**src/rtl/tsc_pkg.sv**
```systemverilog
package tsc_pkg;
  localparam int NCH   = 2;
  localparam int NEVT  = 3;
  localparam int EVT_PPS = 2;

  typedef enum logic [2:0] {
    A_EVT   = 3'd0,
    A_MASK  = 3'd1,
    A_STAT  = 3'd2,
    A_ARM   = 3'd3,
    A_C0_LO = 3'd4,
    A_C0_HI = 3'd5,
    A_C1_LO = 3'd6,
    A_C1_HI = 3'd7
  } reg_addr_e;

  localparam int STAT_OVF_LSB = 4;
endpackage

```
**src/rtl/tsc_sync.sv**
```systemverilog
module tsc_sync #(
  parameter int STAGES = 2
) (
  input  logic clk_i,
  input  logic rst_ni,
  input  logic async_i,
  output logic rise_o
);
  logic [STAGES-1:0] sh_q;
  logic              prev_q;

  always_ff @(posedge clk_i or negedge rst_ni) begin
    if (!rst_ni) begin
      sh_q   <= '0;
      prev_q <= 1'b0;
    end else begin
      sh_q   <= {sh_q[STAGES-2:0], async_i};
      prev_q <= sh_q[STAGES-1];
    end
  end

  assign rise_o = sh_q[STAGES-1] & ~prev_q;
endmodule

```
**src/rtl/tsc_store.sv**
```systemverilog
module tsc_store #(
  parameter int TW      = 64,
  parameter int DEPTH   = 4,
  parameter bit FIFO_EN = 1'b1
) (
  input  logic          clk_i,
  input  logic          rst_ni,
  input  logic          push_i,
  input  logic [TW-1:0] data_i,
  input  logic          pop_i,
  input  logic          clr_ovf_i,
  output logic [TW-1:0] head_o,
  output logic          valid_o,
  output logic          full_o,
  output logic          acc_o,
  output logic          ovf_o
);
  localparam int AW = (DEPTH > 1) ? $clog2(DEPTH) : 1;
  localparam logic [AW:0]   FULL_CNT = (AW+1)'(DEPTH);
  localparam logic [AW-1:0] LAST_PTR = AW'(DEPTH - 1);

  if (FIFO_EN) begin : g_fifo
    logic [TW-1:0] mem_q [DEPTH];
    logic [AW-1:0] wp_q, rp_q;
    logic [AW:0]   cnt_q;
    logic          do_push, do_pop;

    assign full_o  = (cnt_q == FULL_CNT);
    assign valid_o = (cnt_q != '0);
    assign do_pop  = pop_i & valid_o;
    assign do_push = push_i & (~full_o | do_pop);
    assign acc_o   = do_push;
    assign head_o  = mem_q[rp_q];

    always_ff @(posedge clk_i or negedge rst_ni) begin
      if (!rst_ni) begin
        wp_q  <= '0;
        rp_q  <= '0;
        cnt_q <= '0;
        ovf_o <= 1'b0;
      end else begin
        if (do_push) wp_q <= (wp_q == LAST_PTR) ? '0 : wp_q + 1'b1;
        if (do_pop)  rp_q <= (rp_q == LAST_PTR) ? '0 : rp_q + 1'b1;
        case ({do_push, do_pop})
          2'b10:   cnt_q <= cnt_q + 1'b1;
          2'b01:   cnt_q <= cnt_q - 1'b1;
          default: cnt_q <= cnt_q;
        endcase
        if (push_i & ~do_push) ovf_o <= 1'b1;
        else if (clr_ovf_i)    ovf_o <= 1'b0;
      end
    end

    always_ff @(posedge clk_i) begin
      if (do_push) mem_q[wp_q] <= data_i;
    end
  end else begin : g_single
    logic [TW-1:0] data_q;
    logic          vld_q;

    assign head_o  = data_q;
    assign valid_o = vld_q;
    assign full_o  = 1'b0;
    assign acc_o   = push_i;
    assign ovf_o   = 1'b0;

    always_ff @(posedge clk_i or negedge rst_ni) begin
      if (!rst_ni) begin
        data_q <= '0;
        vld_q  <= 1'b0;
      end else if (push_i) begin
        data_q <= data_i;
        vld_q  <= 1'b1;
      end else if (pop_i) begin
        vld_q  <= 1'b0;
      end
    end
  end
endmodule

```
**src/rtl/tsc_evt.sv**
```systemverilog
module tsc_evt #(
  parameter int NEVT = 3
) (
  input  logic            clk_i,
  input  logic            rst_ni,
  input  logic [NEVT-1:0] set_i,
  input  logic [NEVT-1:0] w1c_i,
  input  logic [NEVT-1:0] arm_i,
  input  logic            mask_we_i,
  input  logic [NEVT-1:0] mask_wd_i,
  output logic [NEVT-1:0] evt_o,
  output logic [NEVT-1:0] mask_o,
  output logic            irq_o
);
  always_ff @(posedge clk_i or negedge rst_ni) begin
    if (!rst_ni) begin
      evt_o  <= '0;
      mask_o <= '0;
    end else begin
      // arm drops stale events, new events still win
      evt_o  <= (evt_o & ~(w1c_i | arm_i)) | set_i;
      mask_o <= (mask_we_i ? mask_wd_i : mask_o) | arm_i;
    end
  end

  assign irq_o = |(evt_o & mask_o);
endmodule

```
**src/rtl/tsc_capture_top.sv**
```systemverilog
module tsc_capture_top
  import tsc_pkg::*;
#(
  parameter int TW          = 64,
  parameter int DW          = 32,
  parameter int DEPTH       = 4,
  parameter bit FIFO_EN     = 1'b1,
  parameter int SYNC_STAGES = 2
) (
  input  logic          clk_i,
  input  logic          rst_ni,
  input  logic [TW-1:0] time_i,
  input  logic [1:0]    trig_i,
  input  logic          pps_i,
  input  logic          req_i,
  input  logic          we_i,
  input  logic [2:0]    addr_i,
  input  logic [DW-1:0] wdata_i,
  output logic [DW-1:0] rdata_o,
  output logic          irq_o
);
  logic          wr, rd;
  logic [NCH-1:0] cap_rise, cap_acc, fifo_pop, fifo_full, fifo_valid, ovf, clr_ovf;
  logic [TW-1:0]  head [NCH];
  logic [NEVT-1:0] evt, mask, evt_set;

  assign wr = req_i & we_i;
  assign rd = req_i & ~we_i;

  for (genvar c = 0; c < NCH; c++) begin : g_ch
    localparam logic [2:0] HI_ADDR = 3'(A_C0_HI + 2*c);

    tsc_sync #(.STAGES(SYNC_STAGES)) u_sync (
      .clk_i  (clk_i),
      .rst_ni (rst_ni),
      .async_i(trig_i[c]),
      .rise_o (cap_rise[c])
    );

    assign fifo_pop[c] = rd & (addr_i == HI_ADDR);
    assign clr_ovf[c]  = wr & (addr_i == A_STAT) & wdata_i[STAT_OVF_LSB+c];

    tsc_store #(.TW(TW), .DEPTH(DEPTH), .FIFO_EN(FIFO_EN)) u_store (
      .clk_i    (clk_i),
      .rst_ni   (rst_ni),
      .push_i   (cap_rise[c]),
      .data_i   (time_i),
      .pop_i    (fifo_pop[c]),
      .clr_ovf_i(clr_ovf[c]),
      .head_o   (head[c]),
      .valid_o  (fifo_valid[c]),
      .full_o   (fifo_full[c]),
      .acc_o    (cap_acc[c]),
      .ovf_o    (ovf[c])
    );
  end

  assign evt_set = {pps_i, cap_acc};

  tsc_evt #(.NEVT(NEVT)) u_evt (
    .clk_i    (clk_i),
    .rst_ni   (rst_ni),
    .set_i    (evt_set),
    .w1c_i    ((wr && addr_i == A_EVT) ? wdata_i[NEVT-1:0] : '0),
    .arm_i    ((wr && addr_i == A_ARM) ? wdata_i[NEVT-1:0] : '0),
    .mask_we_i(wr && addr_i == A_MASK),
    .mask_wd_i(wdata_i[NEVT-1:0]),
    .evt_o    (evt),
    .mask_o   (mask),
    .irq_o    (irq_o)
  );

  logic [DW-1:0] rd_mux;
  always_comb begin
    rd_mux = '0;
    case (addr_i)
      A_EVT:   rd_mux = DW'(evt);
      A_MASK:  rd_mux = DW'(mask);
      A_STAT:  rd_mux = DW'({ovf, 2'b00, fifo_valid});
      A_C0_LO: rd_mux = head[0][DW-1:0];
      A_C0_HI: rd_mux = head[0][TW-1:DW];
      A_C1_LO: rd_mux = head[1][DW-1:0];
      A_C1_HI: rd_mux = head[1][TW-1:DW];
      default: rd_mux = '0;
    endcase
  end

  always_ff @(posedge clk_i or negedge rst_ni) begin
    if (!rst_ni) rdata_o <= '0;
    else         rdata_o <= rd ? rd_mux : '0;
  end
endmodule

```
**config.mk**
```make
export PLATFORM = sky130hd
export DESIGN_NAME = tsc_capture_top
export DESIGN_NICKNAME = d
export VERILOG_FILES = /design/src/rtl/tsc_pkg.sv /design/src/rtl/tsc_sync.sv /design/src/rtl/tsc_store.sv /design/src/rtl/tsc_evt.sv /design/src/rtl/tsc_capture_top.sv
export SDC_FILE = /design/constraint.sdc
export NUM_CORES = 1
export LEC_CHECK = 0
export ABC_CLOCK_PERIOD_IN_PS = 3300
export BUFFER_PORTS_ARGS = -buffer_cell sky130_fd_sc_hd__buf_2
export CAP_MARGIN = 20
export CORE_ASPECT_RATIO = 2
export CORE_MARGIN = 4
export CORE_UTILIZATION = 55
export CTS_BUF_LIST = sky130_fd_sc_hd__clkbuf_4 sky130_fd_sc_hd__clkbuf_8
export CTS_CLUSTER_DIAMETER = 40
export DETAILED_ROUTE_END_ITERATION = 12
export PLACE_DENSITY = 0.75
export SLEW_MARGIN = 0
export SYNTH_ARGS = -nofsm -noshare
export SYNTH_HDL_FRONTEND = slang
export SYNTH_HIERARCHICAL = 1
export SYNTH_SLANG_ARGS = --single-unit
export TNS_END_PERCENT = 10
```
**constraint.sdc**
```tcl
create_clock -name clk_i -period 3.3 [get_ports clk_i]
set_input_delay 0.165 -clock clk_i [delete_from_list [all_inputs] [get_ports clk_i]]
set_output_delay 0.165 -clock clk_i [all_outputs]
set_load 0.05 [all_outputs]
```
# Yosys cells after proc, flatten, opt, wreduce, memory -nomap -nowiden
# Memory sizes are Yosys's and may differ from the RTL's.
# Cells that the tools add are included.
dict set report word_totals {
  mem_bits_rw 512
  in_bits 106
  wordCells 102
  output_inout_bits 33
  ff_bits 60
  mem_count 2
}
# memory depth width rd rd_ports_with_merged_regs wr line_no
set mem_list {}
lappend mem_list {{g_ch[0].u_store.g_fifo.mem_q} 4 64 1 0 1 tsc_store.sv:23} ;# logic [TW-1:0] mem_q [DEPTH];
lappend mem_list {{g_ch[1].u_store.g_fifo.mem_q} 4 64 1 0 1 tsc_store.sv:23}
dict set report op_classes {
  eq_ne 17
  bitwise 30
  muxes 19
  n_reduce_logical 11
  n_addsub 8
}
# cell n
set ops {}
lappend ops {{$pmux 32 s7} 1}
lappend ops {{$mux 32} 1}
lappend ops {{$eq 3x3->1 const B} 6}
lappend ops {{$and 1x1->1} 15}
lappend ops {{$eq 2x2->1 const B} 6}
lappend ops {{$pmux 3 s2} 2}
lappend ops {{$mux 3} 3}
lappend ops {{$or 3x3->3} 3}
lappend ops {{$add 2x1->2 const B} 4}
lappend ops {{$mux 1} 8}
lappend ops {{$mux 2} 4}
lappend ops {{$reduce_bool 2->1} 4}
lappend ops {{$not 1->1} 7}
lappend ops {{$add 3x1->3 const B} 2}
lappend ops {{$and 3x3->3} 2}
lappend ops {{$eq 3x2->1 const B} 2}
lappend ops {{$reduce_bool 3->1} 2}
lappend ops {{$sub 3x1->3 const B} 2}
lappend ops {{$eq 2x1->1 const B} 2}
lappend ops {{$eq 3x1->1 const B} 1}
lappend ops {{$logic_and 1x1->1} 3}
lappend ops {{$logic_not 3->1} 1}
lappend ops {{$not 3->3} 1}
lappend ops {{$reduce_or 3->1} 1}
lappend ops {{$or 1x1->1} 2}

# Logic depth before layout (Yosys ltp)
dict set report logic_depth {
  ltp_word 9
  ltp_mapped 12
  ltp_nobuf 9
}

# By module
# Netlist, hierarchy kept.
# module cells_per_inst area_each_um2 instances seq_area_each_um2
set modules_own_cells {}
lappend modules_own_cells {tsc_store 390 9770.6 2 7887.6}
lappend modules_own_cells {tsc_capture_top 218 2274.7 1 800.8}
lappend modules_own_cells {tsc_evt 20 244.0 1 150.1}
lappend modules_own_cells {tsc_sync 4 88.8 2 75.1}

# Worst setup path after synthesis
# Ideal clock, no wire load.
dict set report synth_path {
  kind {input to register}
  startpoint {input addr_i[1]}
  endpoint {memory g_ch[0].u_store.g_fifo.mem_q[0][0], enable pin}
  slack_ps 71
  setup_time_ps 429
  path_buffers 5
  t_required_ps 2871
  arrival_ps 2800
  stages 9
  path_cell_list {buf_6 -> nand2b_4 -> buf_6 -> buf_6 -> nor3_1 -> buf_6 -> or4b_1 -> buf_2 -> and3_1}
}
dict set report synth_between {
  elab_chain_len 7
}
# element line_no
set synth_lines {}
lappend synth_lines {{start, declared} tsc_capture_top.sv:17} ;# input logic [2:0] addr_i,
lappend synth_lines {{$eq 3x3->1} tsc_capture_top.sv:40} ;# assign fifo_pop[c] = rd & (addr_i == HI_ADDR);
lappend synth_lines {{$and 1x1->1} tsc_capture_top.sv:40}
lappend synth_lines {{via fifo_pop[0]} tsc_capture_top.sv:23} ;# logic [NCH-1:0] cap_rise, cap_acc, fifo_pop, fifo_full, fifo_valid, ovf, clr_ovf;
lappend synth_lines {{$and 1x1->1} tsc_store.sv:30} ;# assign do_pop = pop_i & valid_o;
lappend synth_lines {{$or 1x1->1} tsc_store.sv:31} ;# assign do_push = push_i & (~full_o | do_pop);
lappend synth_lines {{$and 1x1->1} tsc_store.sv:31}
lappend synth_lines {{$mux 1} tsc_store.sv:55} ;# if (do_push) mem_q[wp_q] <= data_i;
lappend synth_lines {{$mux 1 (implied by the code)} tsc_store.sv:55}
lappend synth_lines {{end, declared} tsc_store.sv:23}
# The timed path passes the listed nets, and every way through them passes these cells.

==> results_dict.tcl <==
set metrics [dict create \
    status "finished, final reports clean" \
    cts_tree "built" \
    critical_path.endpoint_type "flip-flop" \
    h_tree_lvls 3 \
    setup.worst_path.end "rdata_o[30]" \
    startpoint "g_ch[0].u_store/g_fifo.rp_q[0]" \
    cts.clk_slew.worst_paths_ns 0.06 \
    grt_util_all_layers_pct 21.9 \
    timing_max_transition_violations_final 0 \
    initial_core_util_pct 55.5 \
    ant_nets 0 \
    areaGrowthSynthToFinish_pct 15.7 \
    drt_pass1_iterations 5 \
    post_synth_main_area_contributors "sky130_fd_sc_hd__edfxtp_1 69%, sky130_fd_sc_hd__mux4_2 13%, sky130_fd_sc_hd__dfrtp_1 6.8%" \
    avgRoutedWirePerCell_um 24.9 \
    syn_area_mm2 0.0222 \
    r2r_cells 4 \
    aggregate_global_routing_overflow 0 \
    synth_top_cell_by_area "sky130_fd_sc_hd__edfxtp_1" \
    final_hold_viol_count 0 \
    hold_slack_ns 0.0621 \
    r2r_start "g_ch[0].u_store/g_fifo.rp_q[0]" \
    synth_area_per_cell_um2 21.7 \
    synth.distinct_cells 52 \
    max_slew.worst_pin.slew_ns 0.961 \
    wl_um 46400 \
    finalSetupViolations 0 \
    drv_cap 0 \
    finalClockSkew_ns 0.0239 \
    grt_start_max_net_pins 65 \
    vias_in_the_first_global_route 12200 \
    cts_num_sinks 572 \
    synth_async_sr_flop_share_pct 10.5 \
    grt_pass1_wl_um 71100 \
    r2r_slack_ns 0.58 \
    floorplan.die_area_mm2 0.0439 \
    class_of_the_most_critical_hold_timing_path "input port to flip-flop" \
    core_area_mm2 0.0401 \
    power.total_w 0.0190 \
    timing.slew.headroom_pct 35.9 \
    worstSkewPairLatency_ns 0.62 \
    final_area_mm2 0.0257 \
    power_per_cell_area_mw_per_mm2 737 \
    setup_total_negative_slack_ns 0 \
    number_of_enable_type_register_cells_in_the_synthesized_netlist 512 \
    drt_first_iter_violations 780 \
    synth-main-ff-cell "sky130_fd_sc_hd__edfxtp_1" \
    clockRootBuffer "sky130_fd_sc_hd__clkbuf_8" \
    synthesis.instances 1026 \
    leading_cell_type_by_number_of_instances_after_synthesis "sky130_fd_sc_hd__edfxtp_1" \
    boundaryPins 139 \
    min_period_over_period_pct 82.5 \
    final_cell_count_no_fill 1859 \
    rr_endpoint "rdata_o[30]" \
    num-nets-final 1384 \
    detailed_place.area_mm2 0.0233 \
    cts-resized-gates 0 \
    core.rowCount 104 \
    worst_ep_required_time_ns 3.78 \
    drc 0 \
    grt_antenna_before_repair 5 \
    synth-seq-area-share_pct 75.9 \
    floorplan.die.height_um 292 \
    synthesis.nets 1144 \
    chipWidth_um 150 \
    placedCellCount 1637 \
    timing.final.crit_period_ns 2.72 \
    clock_tree.buffer_depth 3 \
    buffer_ports.inserted 111 \
    synth_register_bits 572 \
    hpwl_um 25600 \
    synth_warnings 6 \
    leakage_power_nw 8.89 \
    irDropWorstVdd_mv 0.361 \
    finalWeightedCongestion 0.780 \
    rsz0062_at_grt "no" \
    post_drt_via_cell_ratio 5.89 \
    critPathLaunchType "flip-flop" \
    num_cts_buffers 77 \
    netlist_top_cells_count "512 x sky130_fd_sc_hd__edfxtp_1, 129 x sky130_fd_sc_hd__mux4_2, 60 x sky130_fd_sc_hd__dfrtp_1, 60 x sky130_fd_sc_hd__mux2i_1, 39 x sky130_fd_sc_hd__nor2_1" \
    layout-drive-gt1-share_pct 32.1 \
    fmaxAchievable_ghz 0.367 \
    crit_fanout 21 \
    yosys.area.top_type_share_pct 69.1 \
    cp_data_arrival_time_ns 3.21 \
    worst-setup-path-type "flip-flop to flip-flop" \
    dr_total_vias 11000 \
]
## worst max-delay path, cell delays in order (launching register included)
cell and delay [ns]:
sky130_fd_sc_hd__dfrtp_4 0.77, sky130_fd_sc_hd__mux4_2 0.58, sky130_fd_sc_hd__mux4_2 0.51, sky130_fd_sc_hd__and3_1 0.19
sky130_fd_sc_hd__dlygate4sd3_1 0.55
## worst min-delay path by stage
stage                                            to  slack, ns  cells after the start  startpoint
floorplan           g_ch[0].u_store/g_fifo.cnt_q[0]      -0.13                      0      rst_ni
global placement             g_ch[1].u_sync/sh_q[0]       0.28                      1   trig_i[1]
detailed placement           g_ch[0].u_sync/sh_q[0]       0.28                      1   trig_i[0]
CTS                                      rdata_o[0]      0.004                      3   addr_i[0]
global route                             rdata_o[0]       0.05                      3   addr_i[0]
finish                                   rdata_o[0]       0.06                      3   addr_i[0]
## cell type report
class,instances,area (µm²)
clock buffer,98,1260
timing repair buffer,215,1640
clock inverter,38,275
sequential,572,16900
tap,530,663
multi-input combinational,383,4930
antenna,6,15.0
inverter,17,63.8
fill,2741,14300
## sequential cells by signal, summed over array words and instances, names as in the netlist
name                       flops
g_ch.u_store/g_fifo.mem_q    512
rdata_o                       32
g_ch.u_store/g_fifo.cnt_q      6
g_ch.u_store/g_fifo.rp_q       4
g_ch.u_store/g_fifo.wp_q       4
g_ch.u_sync/sh_q               4
u_evt/evt_o                    3
u_evt/mask_o                   3
g_ch.u_store/ovf_o             2
g_ch.u_sync/prev_q             2
## where the power goes
group / internal (W) / switching (W) / total [W]
Combinational: 0.00221 / 0.00219 / 0.00440
Clock: 0.00277 / 0.00253 / 0.00530
Sequential: 0.00872 / 0.000553 / 0.00927
## kinds of logic (layout without fill, tap and decap cells)
| logic type | Yosys count | count (layout) | synth area share, % |
|---|---|---|---|
| DFF | 572 | 572 | 75.9 |
| muxes | 192 | 192 | 15.9 |
| and+or+nand+nor | 105 | 105 | 2.59 |
| buffers and inverters | 71 | 368 | 2.09 |
| AOI/OAI and AO/OA | 68 | 68 | 2.54 |
| adders and majority gates | 12 | 12 | 0.743 |
| xor gates and xnor gates | 6 | 6 | 0.236 |
| other | 0 | 6 | 0 |
## cell usage in the layout (no fill, tap or decap), types with 4 or more instances in the layout
cell type and n:
sky130_fd_sc_hd__a21o_1 5, sky130_fd_sc_hd__and2_1 8, sky130_fd_sc_hd__and3_2 6, sky130_fd_sc_hd__and3_4 4
sky130_fd_sc_hd__buf_12 4, sky130_fd_sc_hd__buf_2 109, sky130_fd_sc_hd__buf_4 22, sky130_fd_sc_hd__clkbuf_4 14
sky130_fd_sc_hd__clkbuf_8 84, sky130_fd_sc_hd__clkinv_1 14, sky130_fd_sc_hd__clkinv_2 12, sky130_fd_sc_hd__clkinvlp_4 5
sky130_fd_sc_hd__dfrtp_1 56, sky130_fd_sc_hd__diode_2 6, sky130_fd_sc_hd__dlygate4sd3_1 77, sky130_fd_sc_hd__edfxtp_1 512
sky130_fd_sc_hd__ha_1 10, sky130_fd_sc_hd__inv_1 16, sky130_fd_sc_hd__inv_6 4, sky130_fd_sc_hd__mux2i_1 60
sky130_fd_sc_hd__mux4_2 129, sky130_fd_sc_hd__nand3_1 13, sky130_fd_sc_hd__nor2_1 39, sky130_fd_sc_hd__nor2b_1 4
sky130_fd_sc_hd__nor3_1 6, sky130_fd_sc_hd__o2111ai_1 4, sky130_fd_sc_hd__o21ai_0 5, sky130_fd_sc_hd__o21ai_1 5
sky130_fd_sc_hd__o22a_1 26, sky130_fd_sc_hd__or2_2 4, sky130_fd_sc_hd__xor2_1 4
## per-stage QoR
step | util [%] | worst slack [ns]
finish | 64.2 | 0.576
global route | 64.2 | 0.472
CTS | 64.0 | 0.542
detailed placement | 58.2 | 0.533
global placement | 58.2 | 0.534
floorplan | - | 0.0713
## what timing repair did
item                                   CTS  global route
setup buffers                            0             0
hold buffers                            77             0
endpoints found under the hold margin  583             0
## layer usage
layer	wire length [µm]	global-route usage, %	up-vias
li1	-	-	4707
met5	0	0	-
met1	16900	26.4	5716
met3	2520	3.33	117
met2	25400	38.8	417
met4	1620	9.68	0
Power figures use the tool's default switching activity.
